**config.mk**
```make
export PLATFORM = sky130hd
export DESIGN_NAME = stall_fifo
export DESIGN_NICKNAME = d
export VERILOG_FILES = /design/src/rtl/stall_fifo_pkg.sv /design/src/rtl/stall_fifo_ctrl.sv /design/src/rtl/stall_fifo_dp.sv /design/src/rtl/stall_fifo_enpipe.sv /design/src/rtl/stall_fifo.sv
export SDC_FILE = /design/constraint.sdc
export NUM_CORES = 1
export LEC_CHECK = 0
export BUFFER_PORTS_ARGS = -buffer_cell sky130_fd_sc_hd__buf_2
export CAP_MARGIN = 20
export CORE_UTILIZATION = 35
export DETAILED_ROUTE_END_ITERATION = 10
export PLACE_DENSITY = 0.49
export RECOVER_POWER = 50
export SYNTH_ARGS = -nofsm -noshare
export SYNTH_HDL_FRONTEND = slang
export SYNTH_HIERARCHICAL = 1
export SYNTH_SLANG_ARGS = --single-unit
```
**constraint.sdc**
```tcl
create_clock -name clk -period 3.25 [get_ports clk]
set_input_delay 0.325 -clock clk [delete_from_list [all_inputs] [get_ports clk]]
set_output_delay 0.325 -clock clk [all_outputs]
set_load 0.02 [all_outputs]
```
**src/rtl/stall_fifo_pkg.sv**
```systemverilog
package stall_fifo_pkg;
  // Strobes passed from the control module to the storage datapath
  typedef struct packed {
    logic wrDo;
    logic rdDo;
  } fifoStrobes_t;
endpackage

```
**src/rtl/stall_fifo_ctrl.sv**
```systemverilog
module stall_fifo_ctrl
  import stall_fifo_pkg::*;
#(
  parameter int DEPTH  = 16,
  parameter int MARGIN = 4,
  parameter int HYST   = 0,
  parameter int CNT_W  = $clog2(DEPTH + 1)
) (
  input  logic             clk,
  input  logic             rstN,
  input  logic             wrEn,
  input  logic             rdEn,
  output fifoStrobes_t     strb,
  output logic [CNT_W-1:0] occupancy,
  output logic             empty,
  output logic             full,
  output logic             almostFull,
  output logic             overflow
);
  localparam logic [CNT_W-1:0] FULL_CNT = CNT_W'(DEPTH);
  localparam logic [CNT_W-1:0] SET_CNT  = CNT_W'(DEPTH - MARGIN);
  localparam logic [CNT_W-1:0] CLR_CNT  = CNT_W'(DEPTH - MARGIN - HYST);

  logic [CNT_W-1:0] cnt, cntNext;
  logic             afReg, afNext;

  always_comb begin
    strb.wrDo = wrEn && (cnt != FULL_CNT);
    strb.rdDo = rdEn && (cnt != '0);
    case ({strb.wrDo, strb.rdDo})
      2'b10:   cntNext = cnt + 1'b1;
      2'b01:   cntNext = cnt - 1'b1;
      default: cntNext = cnt;
    endcase
    // Set at the watermark; with hysteresis, hold until below the lower level
    afNext = (cntNext >= SET_CNT) ||
             ((HYST != 0) && afReg && (cntNext >= CLR_CNT));
  end

  always_ff @(posedge clk) begin
    if (!rstN) begin
      cnt      <= '0;
      afReg    <= 1'b0;
      overflow <= 1'b0;
    end else begin
      cnt      <= cntNext;
      afReg    <= afNext;
      overflow <= wrEn && (cnt == FULL_CNT);
    end
  end

  assign occupancy  = cnt;
  assign empty      = (cnt == '0);
  assign full       = (cnt == FULL_CNT);
  assign almostFull = afReg;
endmodule

```
**src/rtl/stall_fifo_dp.sv**
```systemverilog
module stall_fifo_dp
  import stall_fifo_pkg::*;
#(
  parameter int DATA_W = 8,
  parameter int DEPTH  = 16,
  parameter int PTR_W  = $clog2(DEPTH)
) (
  input  logic              clk,
  input  logic              rstN,
  input  fifoStrobes_t      strb,
  input  logic [DATA_W-1:0] wrData,
  output logic [DATA_W-1:0] rdData
);
  localparam logic [PTR_W-1:0] LAST_PTR = PTR_W'(DEPTH - 1);

  logic [DATA_W-1:0] mem [DEPTH];
  logic [PTR_W-1:0]  wrPtr, rdPtr;

  function automatic logic [PTR_W-1:0] bump(input logic [PTR_W-1:0] p);
    return (p == LAST_PTR) ? '0 : p + 1'b1;
  endfunction

  always_ff @(posedge clk) begin
    if (!rstN) begin
      wrPtr <= '0;
      rdPtr <= '0;
    end else begin
      if (strb.wrDo) wrPtr <= bump(wrPtr);
      if (strb.rdDo) rdPtr <= bump(rdPtr);
    end
  end

  always_ff @(posedge clk) begin
    if (strb.wrDo) mem[wrPtr] <= wrData;
  end

  assign rdData = mem[rdPtr];
endmodule

```
**src/rtl/stall_fifo_enpipe.sv**
```systemverilog
module stall_fifo_enpipe #(
  parameter int LEVELS = 2,
  parameter int COPIES = 4
) (
  input  logic              clk,
  input  logic              rstN,
  input  logic              stallReq,
  output logic [COPIES-1:0] pipeEn
);
  for (genvar c = 0; c < COPIES; c++) begin : g_copy
    logic [LEVELS-1:0] chain;
    if (LEVELS == 1) begin : g_single
      always_ff @(posedge clk) begin
        if (!rstN) chain <= '1;
        else       chain <= ~stallReq;
      end
    end else begin : g_multi
      always_ff @(posedge clk) begin
        if (!rstN) chain <= '1;
        else       chain <= {chain[LEVELS-2:0], ~stallReq};
      end
    end
    assign pipeEn[c] = chain[LEVELS-1];
  end
endmodule

```
**src/rtl/stall_fifo.sv**
```systemverilog
module stall_fifo
  import stall_fifo_pkg::*;
#(
  parameter int DATA_W    = 8,
  parameter int DEPTH     = 16,
  parameter int MARGIN    = 4,
  parameter int HYST      = 0,
  parameter int EN_LEVELS = 2,
  parameter int EN_COPIES = 4,
  localparam int CNT_W    = $clog2(DEPTH + 1)
) (
  input  logic                 clk,
  input  logic                 rstN,
  input  logic                 wrEn,
  input  logic [DATA_W-1:0]    wrData,
  input  logic                 rdEn,
  output logic [DATA_W-1:0]    rdData,
  output logic                 empty,
  output logic                 full,
  output logic                 almostFull,
  output logic                 overflow,
  output logic [CNT_W-1:0]     occupancy,
  output logic [EN_COPIES-1:0] pipeEn
);
  fifoStrobes_t strb;

  stall_fifo_ctrl #(.DEPTH(DEPTH), .MARGIN(MARGIN), .HYST(HYST), .CNT_W(CNT_W)) i_ctrl (
    .clk(clk), .rstN(rstN), .wrEn(wrEn), .rdEn(rdEn), .strb(strb),
    .occupancy(occupancy), .empty(empty), .full(full),
    .almostFull(almostFull), .overflow(overflow)
  );

  stall_fifo_dp #(.DATA_W(DATA_W), .DEPTH(DEPTH)) i_dp (
    .clk(clk), .rstN(rstN), .strb(strb), .wrData(wrData), .rdData(rdData)
  );

  stall_fifo_enpipe #(.LEVELS(EN_LEVELS), .COPIES(EN_COPIES)) i_en (
    .clk(clk), .rstN(rstN), .stallReq(almostFull), .pipeEn(pipeEn)
  );
endmodule

```
Yosys cells after proc, flatten, opt, wreduce, memory -nomap -nowiden
Memories as Yosys holds them, arrays and structs flattened. A register that Yosys moved wholly into a read port is not among the register bits.
Index checks and enable logic that the tools add are counted.
Cells by class
  $add $sub $neg: 4
  multiply operators: 0
  div/mod/pow operators: 0
  magnitude comparators: 1
  eq/ne operators: 6
  shift operators: 0
  mux-type cells: 7
  bitwise logic cells: 1
  reduce and logical (&&, ||, !) cells: 5
Operator list (number)
  $mux W4: 4
  $pmux W5 S2: 1
  $add A4 B1 Y4 const B: 2
  $eq A4 B4 Y1 const B: 2
  $add A5 B1 Y5 const B: 1
  $eq A5 B5 Y1 const B: 1
  $ge A5 B4 Y1 const B: 1
  $logic_not A5 Y1: 1
  $ne A5 B5 Y1 const B: 1
  $reduce_bool A5 Y1: 1
  $sub A5 B1 Y5 const B: 1
  $logic_and A1 B1 Y1: 3
  $eq A2 B1 Y1 const B: 1
  $eq A2 B2 Y1 const B: 1
  $mux W1: 2
  $not A1 Y1: 1
Word-level totals
  flip-flop bits (word level): 23
  bits in latches: 0
  bits in writable memories: 128
  ROM bits: 0
  input bits: 12
  output and inout port bits: 21
  word-level logic and storage cells: 34
  memories kept: 1
Memories
  i_dp.mem: words 16, bits a word 8, rd ports 1, clocked after Yosys merged registers in 1, wr ports 1, RTL line stall_fifo_dp.sv:16  | logic [DATA_W-1:0] mem [DEPTH];

Depth between registers and ports, before layout
  depth in word-level cells: 5
  gate-level depth with buffers: 10
  depth with buffers taken out: 10

Hierarchy
The synthesis kept the hierarchy.
By module, submodules not included
  stall_fifo_dp: times used 1, cells each 267, area each 5500.3 um2, seq. area each 4083.9 um2
  stall_fifo_ctrl: times used 1, cells each 54, area each 476.7 um2, seq. area each 140.1 um2
  stall_fifo_enpipe: times used 1, cells each 8, area each 80.1 um2, seq. area each 40.0 um2

Worst setup path after synthesis
Ideal clock, no wire load.
  path type: register to register
  from: reg i_ctrl.cnt[1] (netlist: i_ctrl/occupancy[1])
  to: reg i_ctrl.afReg (netlist: i_ctrl/almostFull)
  library setup time: 0.137 ns
  arrival: 2.680 ns
  required time: 3.113 ns
  setup slack: 0.433 ns
  stages on the path, launching flop included: 10
  path buffers: 0
  period minus slack after synthesis: 2.817 ns
  cells stage by stage: dfxtp_1 nor4_1 nor2b_1 nor2b_1 ha_1 ha_1 and2b_1 o22a_2 o2111ai_1 o311ai_1
RTL lines
  from (decl): RTL line stall_fifo_ctrl.sv:24  | logic [CNT_W-1:0] cnt, cntNext;
  from (signal assigned): RTL line stall_fifo_ctrl.sv:46  | cnt <= cntNext;
  to (signal assigned): RTL line stall_fifo_ctrl.sv:47  | afReg <= afNext;
  to (decl): RTL line stall_fifo_ctrl.sv:25  | logic afReg, afNext;

==> summary.md <==
| Metric | Value |
|---|---|
| Max_slew headroom | 0.4346 |
| Seq/Total Area, Yosys | 0.7040 |
| Distinct cell type count after synthesis | 42 |
| Hold Crit Class | in -> reg |
| Syn. warnings | 6 |
| Avg Cell Area, Syn | 18.41 µm² |
| Crit path launch | i_ctrl/occupancy[0] |
| Max VDD drop | slightly below 0.0004 V |
| Startpoint Class | flop |
| Crit share post-route | 0.8523 |
| Vias in the first global route | 3172 |
| Drt wl/cell | just under 20 µm |
| Io pins | 33 |
| CTS Buffer Depth | 2 |
| Reg-to-reg endpoint | i_ctrl/almostFull |
| Total Routing Usage GR | 0.1440 |
| Grt ovf | 0 |
| Max-cap violations | 0 |
| Clock latency on the worst-skew pair | between 0.4 and 0.5 ns |
| Detailed-route via count | roughly 3000 |
| Initial core utilization | 0.3614 |
| Final GP Congestion | 0.7280 |
| Post-Synthesis Cell Area | 6057 µm² |
| Number of H-tree levels | 4 |
| # rows | 47 |
| Top-count cell post-synth | edfxtp_1 |
| Mapped Cells | 329 |
| Clk pin slew, worst setup/hold paths | 0.06 ns |
| CTS tree | done |
| Setup Buffers After CTS | 0 |
| Drt pass-1 iters | 4 |
| Core area | 16760 µm² |
| Main flop type after synthesis | edfxtp_1 |
| Die Ht | 133.6 µm |
| Antenna-violating nets left | 0 |
| Synth async-reset ratio | 0 |
| CP Class | reg -> reg |
| Min cycle time layout | 2.770 ns |
| Initial antenna violation count | 0 |
| TNS Setup | 0 ns |
| Reg-to-Reg Start | i_ctrl/occupancy[0] |
| Total wire length | around 12 mm |
| Ant diodes | 0 |
| Setup Skew | 0.01194 ns |
| Slew at the pin closest to its max-slew limit | about 0.85 ns |
| Syn_nets | 351 |
| Largest net degree at the start of global routing | 33 |
| Leak pwr | 2.328 nW |
| Final #Nets | 389 |
| Vias per cell | a little under 5 |
| Worst Setup End Kind | flop |
| DRC violations left | 0 |
| Initial DRC Count | 163 |
| Synth top cells by count | edfxtp_1 (128), and2_1 (22), dfxtp_1 (21) |
| Ranking of synthesized cells by area | edfxtp_1 (63%), dfxtp_1 (6.9%), mux4_2 (6.7%), mux4_1 (6.1%), and2_1 (2.3%) |
| Post-synth EDFFs | 128 |
| Filler Cell Count | approximately 1500 |
| PD cells | 787.5 nW/µm² |
| Chip width | 133.6 µm |
| Status | complete, no violations |
| # hold bufs at CTS | 0 |
| Slew Limit Fails | 0 |
| Total power | approximately 0.0055 W |
| Critical path endpoint | i_ctrl/almostFull |
| Setup Viol. Count Final | 0 |
| Post-synth top area share | 0.6346 |
| Hpwl dp | 7.533 mm |
| Share of cells above drive strength 1 | 0.1763 |
| Num CTS Buffers | 17 |
| Fmax | 361.0 MHz |
| Hold Fails Final Rpt | 0 |
| Worst-path maximum fanout | 7 |
| I/O Buffers | 32 |
| Data arrival, critical path | 3.09 ns |
| Worst path required time | 3.57 ns |
| RSZ-0062 raised after global routing | no |
| Area grow syn2layout | 15.82% |
| R2R setup slack | roughly 0.48 ns |
| Clock sink count | between 100 and 150 |
| First-pass GRT wire length | 18.32 mm |
| Yosys reg bits | 149 |
| Post-synth top area cell | edfxtp_1 |
| Die ar. | 17840 µm² |
| Reg2Reg Depth | 10 |
| Root Driver | clkbuf_16 |
| Post-cts repair resize count | 0 |
worst min-delay path by stage:
stage                                        from  cells after the start                 endpoint
final                                        wrEn                      2          i_ctrl/overflow
after global routing                         wrEn                      2          i_ctrl/overflow
after CTS                                    wrEn                      2          i_ctrl/overflow
after detailed placement        i_ctrl/almostFull                      1  i_en/g_copy[0].chain[0]
after global placement          i_ctrl/almostFull                      1  i_en/g_copy[0].chain[0]
after floorplan           i_en/g_copy[0].chain[0]                      1  i_en/g_copy[0].chain[1]
flip-flops by register name, indices dropped and copies added (netlist names), named ones only:
name               flops
i_dp/mem             128
i_ctrl/occupancy       5
i_dp/rdPtr             4
i_dp/wrPtr             4
i_en/g_copy.chain      2
i_ctrl/almostFull      1
i_ctrl/overflow        1
final cells by class:
type,count,area (µm²),share of cell area
inverters,8,30.03,0.004280
clock buffers,20,436.7,0.06224
well taps,220,275.3,0.03924
clock inverters,12,201.4,0.02871
multi-input cells,156,1635,0.2331
repair buffers,35,171.4,0.02443
flip-flops and latches,149,4265,0.6080
layer usage:
layer,part of all wire,GRT usage,up-vias
met5,0,0,-
met4,0.0071,0.05871,0
met3,0.041,0.03767,5
met2,0.50,0.2292,53
met1,0.45,0.1873,1536
li1,-,-,1390
worst max-delay path: stages (launching register included):
cell      delay [ns]
dfxtp_1         0.41
nor4_1          0.09
nor2b_1         0.15
nor2b_1         0.34
ha_1            0.40
inv_1           0.09
fa_1            0.41
and2b_1         0.24
o22a_2          0.17
xnor2_1         0.08
o311ai_1        0.28
stage by stage:
| stage | hold WS [ns] | instances | util | worst slack, ns | area (µm²) |
|---|---|---|---|---|---|
| global placement | 0.3660 | 568 | 0.3819 | 0.6070 | 6401 |
| CTS | 0.1359 | 600 | 0.4200 | 0.4534 | 7039 |
| global route | 0.1567 | 600 | 0.4186 | 0.2166 | 7015 |
| floorplan | 0.3863 | 329 | - | 0.4331 | 6057 |
| detailed placement | 0.3736 | 568 | 0.3819 | 0.4952 | 6401 |
| finish | 0.1633 | 600 | 0.4186 | 0.4801 | 7015 |
cells in the final DEF (no fill, tap or decap), types with 2 or more instances in the layout:
cell type  count
buf_2         13
clkbuf_1      22
xnor2_1        4
bufinv_16      5
mux4_2        18
nor2b_1        5
ha_1           9
nor2_1         3
o311ai_1       2
clkbuf_16     17
o21ai_0        5
nand3_1        4
and2b_1        2
nand2_1       19
inv_1          8
nand2b_1       5
mux2i_1        2
dfxtp_1       20
a21oi_1        2
mux4_1        14
buf_4          2
a21boi_0       4
and2_1        22
and3b_1        2
and3_1         3
clkinv_2       3
a22oi_1       16
edfxtp_1     128
where the power goes:
group | internal [W] | total [W] | switching, W
Combinational | 0.000530 | 0.00115 | 0.000623
Sequential | 0.00217 | 0.00227 | 0.0000978
Clock | 0.00137 | 0.00210 | 0.000737
Total | 0.00407 | 0.00552 | 0.00146
kinds of logic (layout without fill, tap and decap cells):
kind of cell | after synthesis | count (layout) | share of synthesized area
buffers and inverters | 24 | 75 | 0.02603
AO/OA/AOI/OAI | 36 | 36 | 0.04462
XOR/XNOR | 5 | 5 | 0.007230
multiplexers | 34 | 34 | 0.1310
flip-flops | 149 | 149 | 0.7040
adder cells (fa/ha/maj) | 10 | 10 | 0.02190
AND/OR/NAND/NOR | 71 | 71 | 0.06528
Note: power is estimated with default switching activity, not from simulation.
